===== config.mk =====
export PLATFORM = sky130hd
export DESIGN_NAME = rx_status_fifo
export DESIGN_NICKNAME = d
export VERILOG_FILES = /design/src/rtl/rxsf_pkg.sv /design/src/rtl/rxsf_store.sv /design/src/rtl/rxsf_status.sv /design/src/rtl/rx_status_fifo.sv
export SDC_FILE = /design/constraint.sdc
export NUM_CORES = 1
export LEC_CHECK = 0
export CAP_MARGIN = 10
export CORE_MARGIN = 3
export CORE_UTILIZATION = 60
export CTS_CLUSTER_DIAMETER = 150
export DETAILED_ROUTE_END_ITERATION = 16
export HOLD_SLACK_MARGIN = 0.05
export PLACE_DENSITY = 0.79
export REMOVE_ABC_BUFFERS = 1
export SLEW_MARGIN = 0
export SYNTH_ARGS = -nofsm -noshare
export SYNTH_HDL_FRONTEND = slang
export SYNTH_HIERARCHICAL = 1
export SYNTH_SLANG_ARGS = --single-unit
export TNS_END_PERCENT = 50

===== constraint.sdc =====
create_clock -name clk_i -period 3.5 [get_ports clk_i]
set_input_delay 0.7 -clock clk_i [delete_from_list [all_inputs] [get_ports clk_i]]
set_output_delay 0.7 -clock clk_i [all_outputs]
set_load 0.03 [all_outputs]

===== src/rtl/rxsf_pkg.sv =====
package rxsf_pkg;
  typedef struct packed {
    logic pe;
    logic fe;
    logic bi;
  } err_t;

  localparam int unsigned ST_PE = 4;
  localparam int unsigned ST_FE = 3;
  localparam int unsigned ST_BI = 2;
  localparam int unsigned ST_OE = 1;
  localparam int unsigned ST_DR = 0;
  localparam int unsigned ST_W  = 5;
endpackage


===== src/rtl/rxsf_store.sv =====
module rxsf_store
  import rxsf_pkg::*;
#(
  parameter int unsigned DEPTH  = 16,
  parameter int unsigned DATA_W = 8
) (
  input  logic              clk_i,
  input  logic              rst_ni,
  input  logic              fifo_en_i,
  input  logic              flush_i,
  input  logic              push_i,
  input  logic [DATA_W-1:0] wdata_i,
  input  err_t              werr_i,
  input  logic              pop_i,
  output logic [DATA_W-1:0] head_data_o,
  output err_t              head_err_o,
  output logic              head_valid_o,
  output logic              drop_o,
  output logic              popped_o
);
  localparam int unsigned PW = (DEPTH > 1) ? $clog2(DEPTH) : 1;
  localparam int unsigned CW = $clog2(DEPTH + 1);
  localparam int unsigned EW = DATA_W + 3;
  localparam logic [CW-1:0] CAP_Q = CW'(DEPTH);
  localparam logic [PW-1:0] LAST  = PW'(DEPTH - 1);

  logic [EW-1:0] mem [DEPTH];
  logic [PW-1:0] wr_ptr_q, rd_ptr_q;
  logic [CW-1:0] cnt_q, cap;
  logic          full, do_push, do_pop;

  // single mode limits occupancy to one entry
  assign cap     = fifo_en_i ? CAP_Q : CW'(1);
  assign full    = cnt_q >= cap;
  assign do_push = push_i & ~full & ~flush_i;
  assign do_pop  = pop_i & (cnt_q != '0) & ~flush_i;
  assign drop_o  = push_i & full & ~flush_i;
  assign popped_o = do_pop;

  always_ff @(posedge clk_i or negedge rst_ni) begin
    if (!rst_ni) begin
      wr_ptr_q <= '0;
      rd_ptr_q <= '0;
      cnt_q    <= '0;
    end else if (flush_i) begin
      wr_ptr_q <= '0;
      rd_ptr_q <= '0;
      cnt_q    <= '0;
    end else begin
      if (do_push) wr_ptr_q <= (wr_ptr_q == LAST) ? '0 : wr_ptr_q + 1'b1;
      if (do_pop)  rd_ptr_q <= (rd_ptr_q == LAST) ? '0 : rd_ptr_q + 1'b1;
      case ({do_push, do_pop})
        2'b10:   cnt_q <= cnt_q + 1'b1;
        2'b01:   cnt_q <= cnt_q - 1'b1;
        default: cnt_q <= cnt_q;
      endcase
    end
  end

  always_ff @(posedge clk_i) begin
    if (do_push) mem[wr_ptr_q] <= {wdata_i, werr_i};
  end

  logic [EW-1:0] head;
  assign head_valid_o = cnt_q != '0;
  assign head         = head_valid_o ? mem[rd_ptr_q] : '0;
  assign head_data_o  = head[EW-1:3];
  assign head_err_o   = head[2:0];
endmodule


===== src/rtl/rxsf_status.sv =====
module rxsf_status
  import rxsf_pkg::*;
(
  input  logic            clk_i,
  input  logic            rst_ni,
  input  logic            head_valid_i,
  input  err_t            head_err_i,
  input  logic            popped_i,
  input  logic            flush_i,
  input  logic            lsr_rd_i,
  input  logic            ovr_evt_i,
  input  logic            irq_en_i,
  output logic [ST_W-1:0] status_o,
  output logic            irq_o
);
  err_t sticky_q, shown;
  logic reported_q, ovr_q;

  // head flags count once per head entry, then live in sticky_q
  assign shown = (head_valid_i && !reported_q) ? head_err_i : '0;

  always_ff @(posedge clk_i or negedge rst_ni) begin
    if (!rst_ni) begin
      sticky_q   <= '0;
      reported_q <= 1'b0;
      ovr_q      <= 1'b0;
    end else begin
      if (lsr_rd_i) sticky_q <= '0;
      else          sticky_q <= sticky_q | shown;

      if (popped_i || flush_i) reported_q <= 1'b0;
      else if (head_valid_i)   reported_q <= 1'b1;

      if (ovr_evt_i)     ovr_q <= 1'b1;
      else if (lsr_rd_i) ovr_q <= 1'b0;
    end
  end

  err_t err_view;
  assign err_view         = sticky_q | shown;
  assign status_o[ST_PE]  = err_view.pe;
  assign status_o[ST_FE]  = err_view.fe;
  assign status_o[ST_BI]  = err_view.bi;
  assign status_o[ST_OE]  = ovr_q;
  assign status_o[ST_DR]  = head_valid_i;
  assign irq_o            = irq_en_i & (|status_o[ST_PE:ST_OE]);
endmodule


===== src/rtl/rx_status_fifo.sv =====
module rx_status_fifo
  import rxsf_pkg::*;
#(
  parameter int unsigned DEPTH  = 16,
  parameter int unsigned DATA_W = 8
) (
  input  logic              clk_i,
  input  logic              rst_ni,
  input  logic              wr_valid_i,
  input  logic [DATA_W-1:0] wr_data_i,
  input  logic              wr_pe_i,
  input  logic              wr_fe_i,
  input  logic              wr_bi_i,
  input  logic              ovr_pulse_i,
  input  logic              rd_data_i,
  input  logic              lsr_rd_i,
  input  logic              fifo_en_i,
  input  logic              lsi_en_i,
  output logic [DATA_W-1:0] rd_data_o,
  output logic [4:0]        status_o,
  output logic              data_ready_o,
  output logic              irq_o
);
  logic mode_q, flush, head_valid, drop, popped;
  err_t werr, head_err;

  always_ff @(posedge clk_i or negedge rst_ni) begin
    if (!rst_ni) mode_q <= 1'b0;
    else         mode_q <= fifo_en_i;
  end
  assign flush = mode_q ^ fifo_en_i;
  assign werr  = '{pe: wr_pe_i, fe: wr_fe_i, bi: wr_bi_i};

  rxsf_store #(.DEPTH(DEPTH), .DATA_W(DATA_W)) u_store (
    .clk_i       (clk_i),
    .rst_ni      (rst_ni),
    .fifo_en_i   (fifo_en_i),
    .flush_i     (flush),
    .push_i      (wr_valid_i),
    .wdata_i     (wr_data_i),
    .werr_i      (werr),
    .pop_i       (rd_data_i),
    .head_data_o (rd_data_o),
    .head_err_o  (head_err),
    .head_valid_o(head_valid),
    .drop_o      (drop),
    .popped_o    (popped)
  );

  rxsf_status u_status (
    .clk_i       (clk_i),
    .rst_ni      (rst_ni),
    .head_valid_i(head_valid),
    .head_err_i  (head_err),
    .popped_i    (popped),
    .flush_i     (flush),
    .lsr_rd_i    (lsr_rd_i),
    .ovr_evt_i   (drop | ovr_pulse_i),
    .irq_en_i    (lsi_en_i),
    .status_o    (status_o),
    .irq_o       (irq_o)
  );

  assign data_ready_o = head_valid;
endmodule


* After elaboration in Yosys (flattened, before gate mapping)
Memory sizes are Yosys's and may differ from the RTL's. Index checks and enable logic that the tools add are counted.
Word-level totals: input bits 19, logic and storage cells 59, RAM bits 176, register bits after elaboration 19, memories 1, output and inout bits 15
Cells by class: add/subtract/negate cells 4, bitwise gates (word level) 12, mux-type cells 18, reductions and logical operators 10, equality and inequality tests 4, $lt $le $gt $ge 1
Memory list:
- u_store.mem | depth 16, width 11, read ports 1, clocked after Yosys merged registers in 0, wr ports 1, line rxsf_store.sv:27 | logic [EW-1:0] mem [DEPTH];
Operators by type and width (number):
- 4-bit two-way mux | 6
- 11-bit two-way mux | 1
- 5-bit two-way mux | 2
- 5-bit case mux with 2 select lines | 1
- 4-bit by 1-bit adder with 4-bit output, second input constant | 2
- 4-bit == test, second input constant | 2
- 2-bit nonzero test | 4
- 1-bit AND | 7
- 1-bit two-way mux | 6
- 3-bit two-way mux | 2
- 5-bit by 1-bit adder with 5-bit output, second input constant | 1
- 5-bit >= comparator | 1
- 5-bit nonzero test | 1
- 5-bit by 1-bit subtractor with 5-bit output, second input constant | 1
- 4-bit OR reduction | 1
- 3-bit bitwise OR | 1
- 3-bit nonzero test | 1
- 2-bit by 1-bit == test with 1-bit output, second input constant | 1
- 2-bit == test, second input constant | 1
- 1-bit NOT | 2
- 1-bit logical AND | 1
- 1-bit logical NOT | 1
- 1-bit logical OR | 1
- 1-bit bitwise OR | 1
- 1-bit XOR | 1

* Longest topological paths before layout
depth after elaboration 8, mapped depth 12, gate-level depth less buffers 11

* By module
Netlist, hierarchy kept.
By module, submodules not included:
- rxsf_store | sequential area each 5610.4 µm², cells an instance 403, times used 1, area each 7712.4 µm²
- rxsf_status | sequential area each 125.1 µm², cells an instance 23, times used 1, area each 234.0 µm²
- rx_status_fifo | sequential area each 25.0 µm², cells an instance 3, times used 1, area each 40.0 µm²

* Worst setup path before layout
Ideal clock, no wire load.
path type input port to flip-flop, from input fifo_en_i, to memory u_store/mem[9][0] (netlist name) (enable), data arrival time 3117 ps, library setup time 412 ps, required time 3088 ps, stages on the path 7, buffers on the path 1, setup slack -29 ps, cells stage by stage inv_1 ha_1 nor4b_1 a21o_1 buf_2 nand2_1 nor4b_1
Between the ends: longest elaborated chain between the ends 7, elaborated cells on any way between the ends 9, those cells by class order compare (1); mux (3); bitwise (5)
Ends and longest elaborated chain:
- start: declaration | line rx_status_fifo.sv:17 | input logic fifo_en_i,
- 5-bit two-way mux | line rxsf_store.sv:33 | assign cap = fifo_en_i ? CAP_Q : CW'(1);
- 5-bit >= comparator | line rxsf_store.sv:34 | assign full = cnt_q >= cap;
- 1-bit NOT | line rxsf_store.sv:35 | assign do_push = push_i & ~full & ~flush_i;
- 1-bit AND | line rxsf_store.sv:35
- 1-bit AND * | line rxsf_store.sv:35
- 1-bit two-way mux * | line rxsf_store.sv:61 | if (do_push) mem[wr_ptr_q] <= {wdata_i, werr_i};
- 1-bit two-way mux (implied by the code) * | line rxsf_store.sv:61
- end: declaration | line rxsf_store.sv:27
Every way passes the cells marked *; elsewhere a longest branch is shown, timed or not.

==> metrics.md <==
| Metric | Value |
|---|---|
| Mapped Cells | 429 |
| Synth unique cells | 48 |
| Largest net degree at the start of global routing | 23 |
| Yosys warns | 6 |
| Antenna-violating nets left | 0 |
| First-pass GRT wire length | 26000 um |
| I/O Buffers | 33 |
| GR Layer Usage met2 | approximately two fifths |
| Total power | between 6 and 7 mW |
| Routability Congestion | just under 0.9 |
| GRT met1 Usage | approximately a third |
| Type of origin of the critical path | register |
| Final Hold Vio Count | 0 |
| Worst-Skew Late Latency | 0.43 ns |
| Leading post-synthesis cells by cell area | edfxtp_1 66%, mux4_2 12%, dfrtp_1 6.0% |
| Die area | around 0.015 mm2 |
| PwrDens | 690 mW/mm2 |
| DRT iter0 DRCs | about 390 |
| Status | complete, no violations |
| Max Clk Rate | between 200 and 300 MHz |
| Max Cap Viol | 0 |
| Critical path's top delay family | buffers and inverters |
| Vias per inst | around 6.2 |
| Fin. max-slew vios | 0 |
| Layout cells sized above 1 | between 20% and 30% |
| Initial Utilization | between 60% and 70% |
| Avg Inst Size Synth | between 15 and 20 um2 |
| LEAKAGE | around 3.4 nW |
| Cts bufs inserted | 17 |
| Total I/O pin count | 34 |
| Worst Clk Skew | 0.00658 ns |
| Vias in the first global route | 4571 |
| Fin crit period | approximately 3.4 ns |
| Crit path max fanout | 5 |
| Routed via count | roughly 4300 |
| Crit path cell chain | buf_12 -> mux4_2 -> mux2i_1 -> o22ai_1 -> a21o_1 -> clkdlybuf4s50_1 |
| Dpl hpwl | 10700 um |
| Cell Rows | between 40 and 50 |
| Syn Std Cell Area | ~0.0080 mm2 |
| Clk pin slew, worst setup/hold paths | 0.07 ns |
| Slowest cell delay on critical path | 0.59 ns |
| WHS | about 0.52 ns |
| GRT Util Overall | roughly 25% |
| First-pass iteration count of the detailed router | 5 |
| CTS tree | done |
| Worst slew margin | 42.0% |
| # clock sinks | around 200 |
| Final WS setup | 0.0653 ns |
| VDD IR max | around 0.00046 V |
| Die Width | around 120 um |
| NumNets Final | approximately 530 |
| Required time worst endpoint | ~2.8 ns |
| Fin crit share | about 98% |
| Top_reg_cell synth | edfxtp_1 |
| Sequential area share after synthesis | between 70% and 80% |
| CP max-delay cell | clkdlybuf4s50_1 |
| Top cell type's share of synthesized area | around two thirds |
| Slew @ Worst Pin | 0.867 ns |
| Setup tns final | 0 ns |
| #FFs+latches synth | 195 |
| GR Util met3 | under 10% |
| Asr flop ratio synth | between 9 and 10% |
| Crit path DAT | 2.73 ns |
| Critical Path Sink Type | output port |
| Hold/Removal Path Class | reg2reg |
| RSZ-0062 raised after global routing | true |
| Remaining DRCs | 0 |
| Setup Viol. Count Final | 0 |
| H-tree Lvls | 4 |
| Core Util, Final | between 70% and 80% |
| Grt ovf | 0 |
| Antenna Cells | 0 |
| Initial antenna violation count | 0 |
| Cell taking the most area after synthesis | edfxtp_1 |
| Clock Root Buffer | clkbuf_16 |
| Die Span Y | about 120 um |
| Core Area | 0.0128 mm2 |
| Buf/Inv on CP | 2 |
| Gr busiest metal | met2 |
| Post-CTS Hold Buffers | 0 |
| Critical path class | reg2out |
| Most common cell in the netlist | edfxtp_1 |
| Commonest cells in the netlist | 176 x edfxtp_1, 44 x mux4_2, 25 x mux2i_1 |
| Max clock buf depth | 2 |
| WL/cell | between 20 and 25 um |
| Final WL | around 17000 um |
| Post-synth EDFFs | between 150 and 200 |
| Synth-to-Final Area Change | 18.0% |
| DP Worst Slack | -0.124 ns |
metal layers:
metal  routed length (um)  vias up
met3                 1140       34
met2                 8480      151
li1                     -     1874
met4                  405        0
met5                    0        -
met1                 6550     2222
stage by stage:
step | instances | cell area [um2]
4_1_cts | 687 | 9410
6_report | 687 | 9420
2_1_floorplan | 406 | 7880
5_1_grt | 687 | 9420
3_3_place_gp | 653 | 8790
3_5_place_dp | 653 | 8790
sequential cells by signal, indices dropped and copies added (netlist names):
name,count
u_store/cnt_q,5
u_status/reported_q,1
u_status/ovr_q,1
u_status/sticky_q,3
u_store/mem,176
u_store/wr_ptr_q,4
u_store/rd_ptr_q,4
mode_q,1
cells in the final DEF (no fill, tap or decap), types with 8 or more instances in the layout:
cell type / instances
edfxtp_1: 176
mux4_2: 44
buf_4: 41
mux2i_1: 25
clkdlybuf4s50_1: 23
nor2_1: 22
clkbuf_16: 17
dfrtp_1: 17
nand2_1: 16
inv_1: 11
o22ai_1: 11
a21oi_1: 8
ha_1: 8
repair_timing:
action                     CTS  global route
setup endpoints to repair   10             6
setup buffers                2             0
pin swaps                    0             0
cloned                       0             0
gates resized for setup      7             5
path summary, 6_finish.rpt:
kind,from,cells after the start,to,slack (ns)
max in group asynchronous,rst_ni,1,u_store/rd_ptr_q[1]$_DFFE_PN0P_,2.11
min in group asynchronous,rst_ni,1,u_store/cnt_q[1]$_DFFE_PN0P_,0.76
worst min register to register,u_status/ovr_q$_DFFE_PN0P_,1,u_status/ovr_q$_DFFE_PN0P_,0.52
worst max register to register,u_store/cnt_q[1]$_DFFE_PN0P_,9,u_store/cnt_q[2]$_DFFE_PN0P_,0.62
worst max-delay path,u_store/rd_ptr_q[0]$_DFFE_PN0P_,6,status_o[4],0.07
worst min-delay path,u_status/ovr_q$_DFFE_PN0P_,1,u_status/ovr_q$_DFFE_PN0P_,0.52
logic make-up (layout without fill, tap and decap cells):
family	after synthesis	in the layout	synth area share [%]
XOR/XNOR	4	4	0.439
multiplexers	72	72	16.0
flip-flops	195	195	72.1
adder cells (fa/ha/maj)	8	8	1.25
AO/OA/AOI/OAI	41	41	3.48
buffers and inverters	36	122	1.97
AND/OR/NAND/NOR	73	73	4.72
final cells by class:
cell class	count	area, um2
multi-input cells	198	2100
fillers	769	3400
clock inverters	14	164
well taps	172	215
repair buffers	77	704
inverters	13	48.8
flip-flops and latches	195	5770
clock buffers	18	429
power breakdown:
group | switching [mW] | total [mW] | internal (mW)
sequential | 0.107 | 2.74 | 2.63
combinational | 0.977 | 1.84 | 0.868
clock | 0.799 | 1.92 | 1.12
total | 1.88 | 6.50 | 4.62
(Power assumes the default switching activity.)
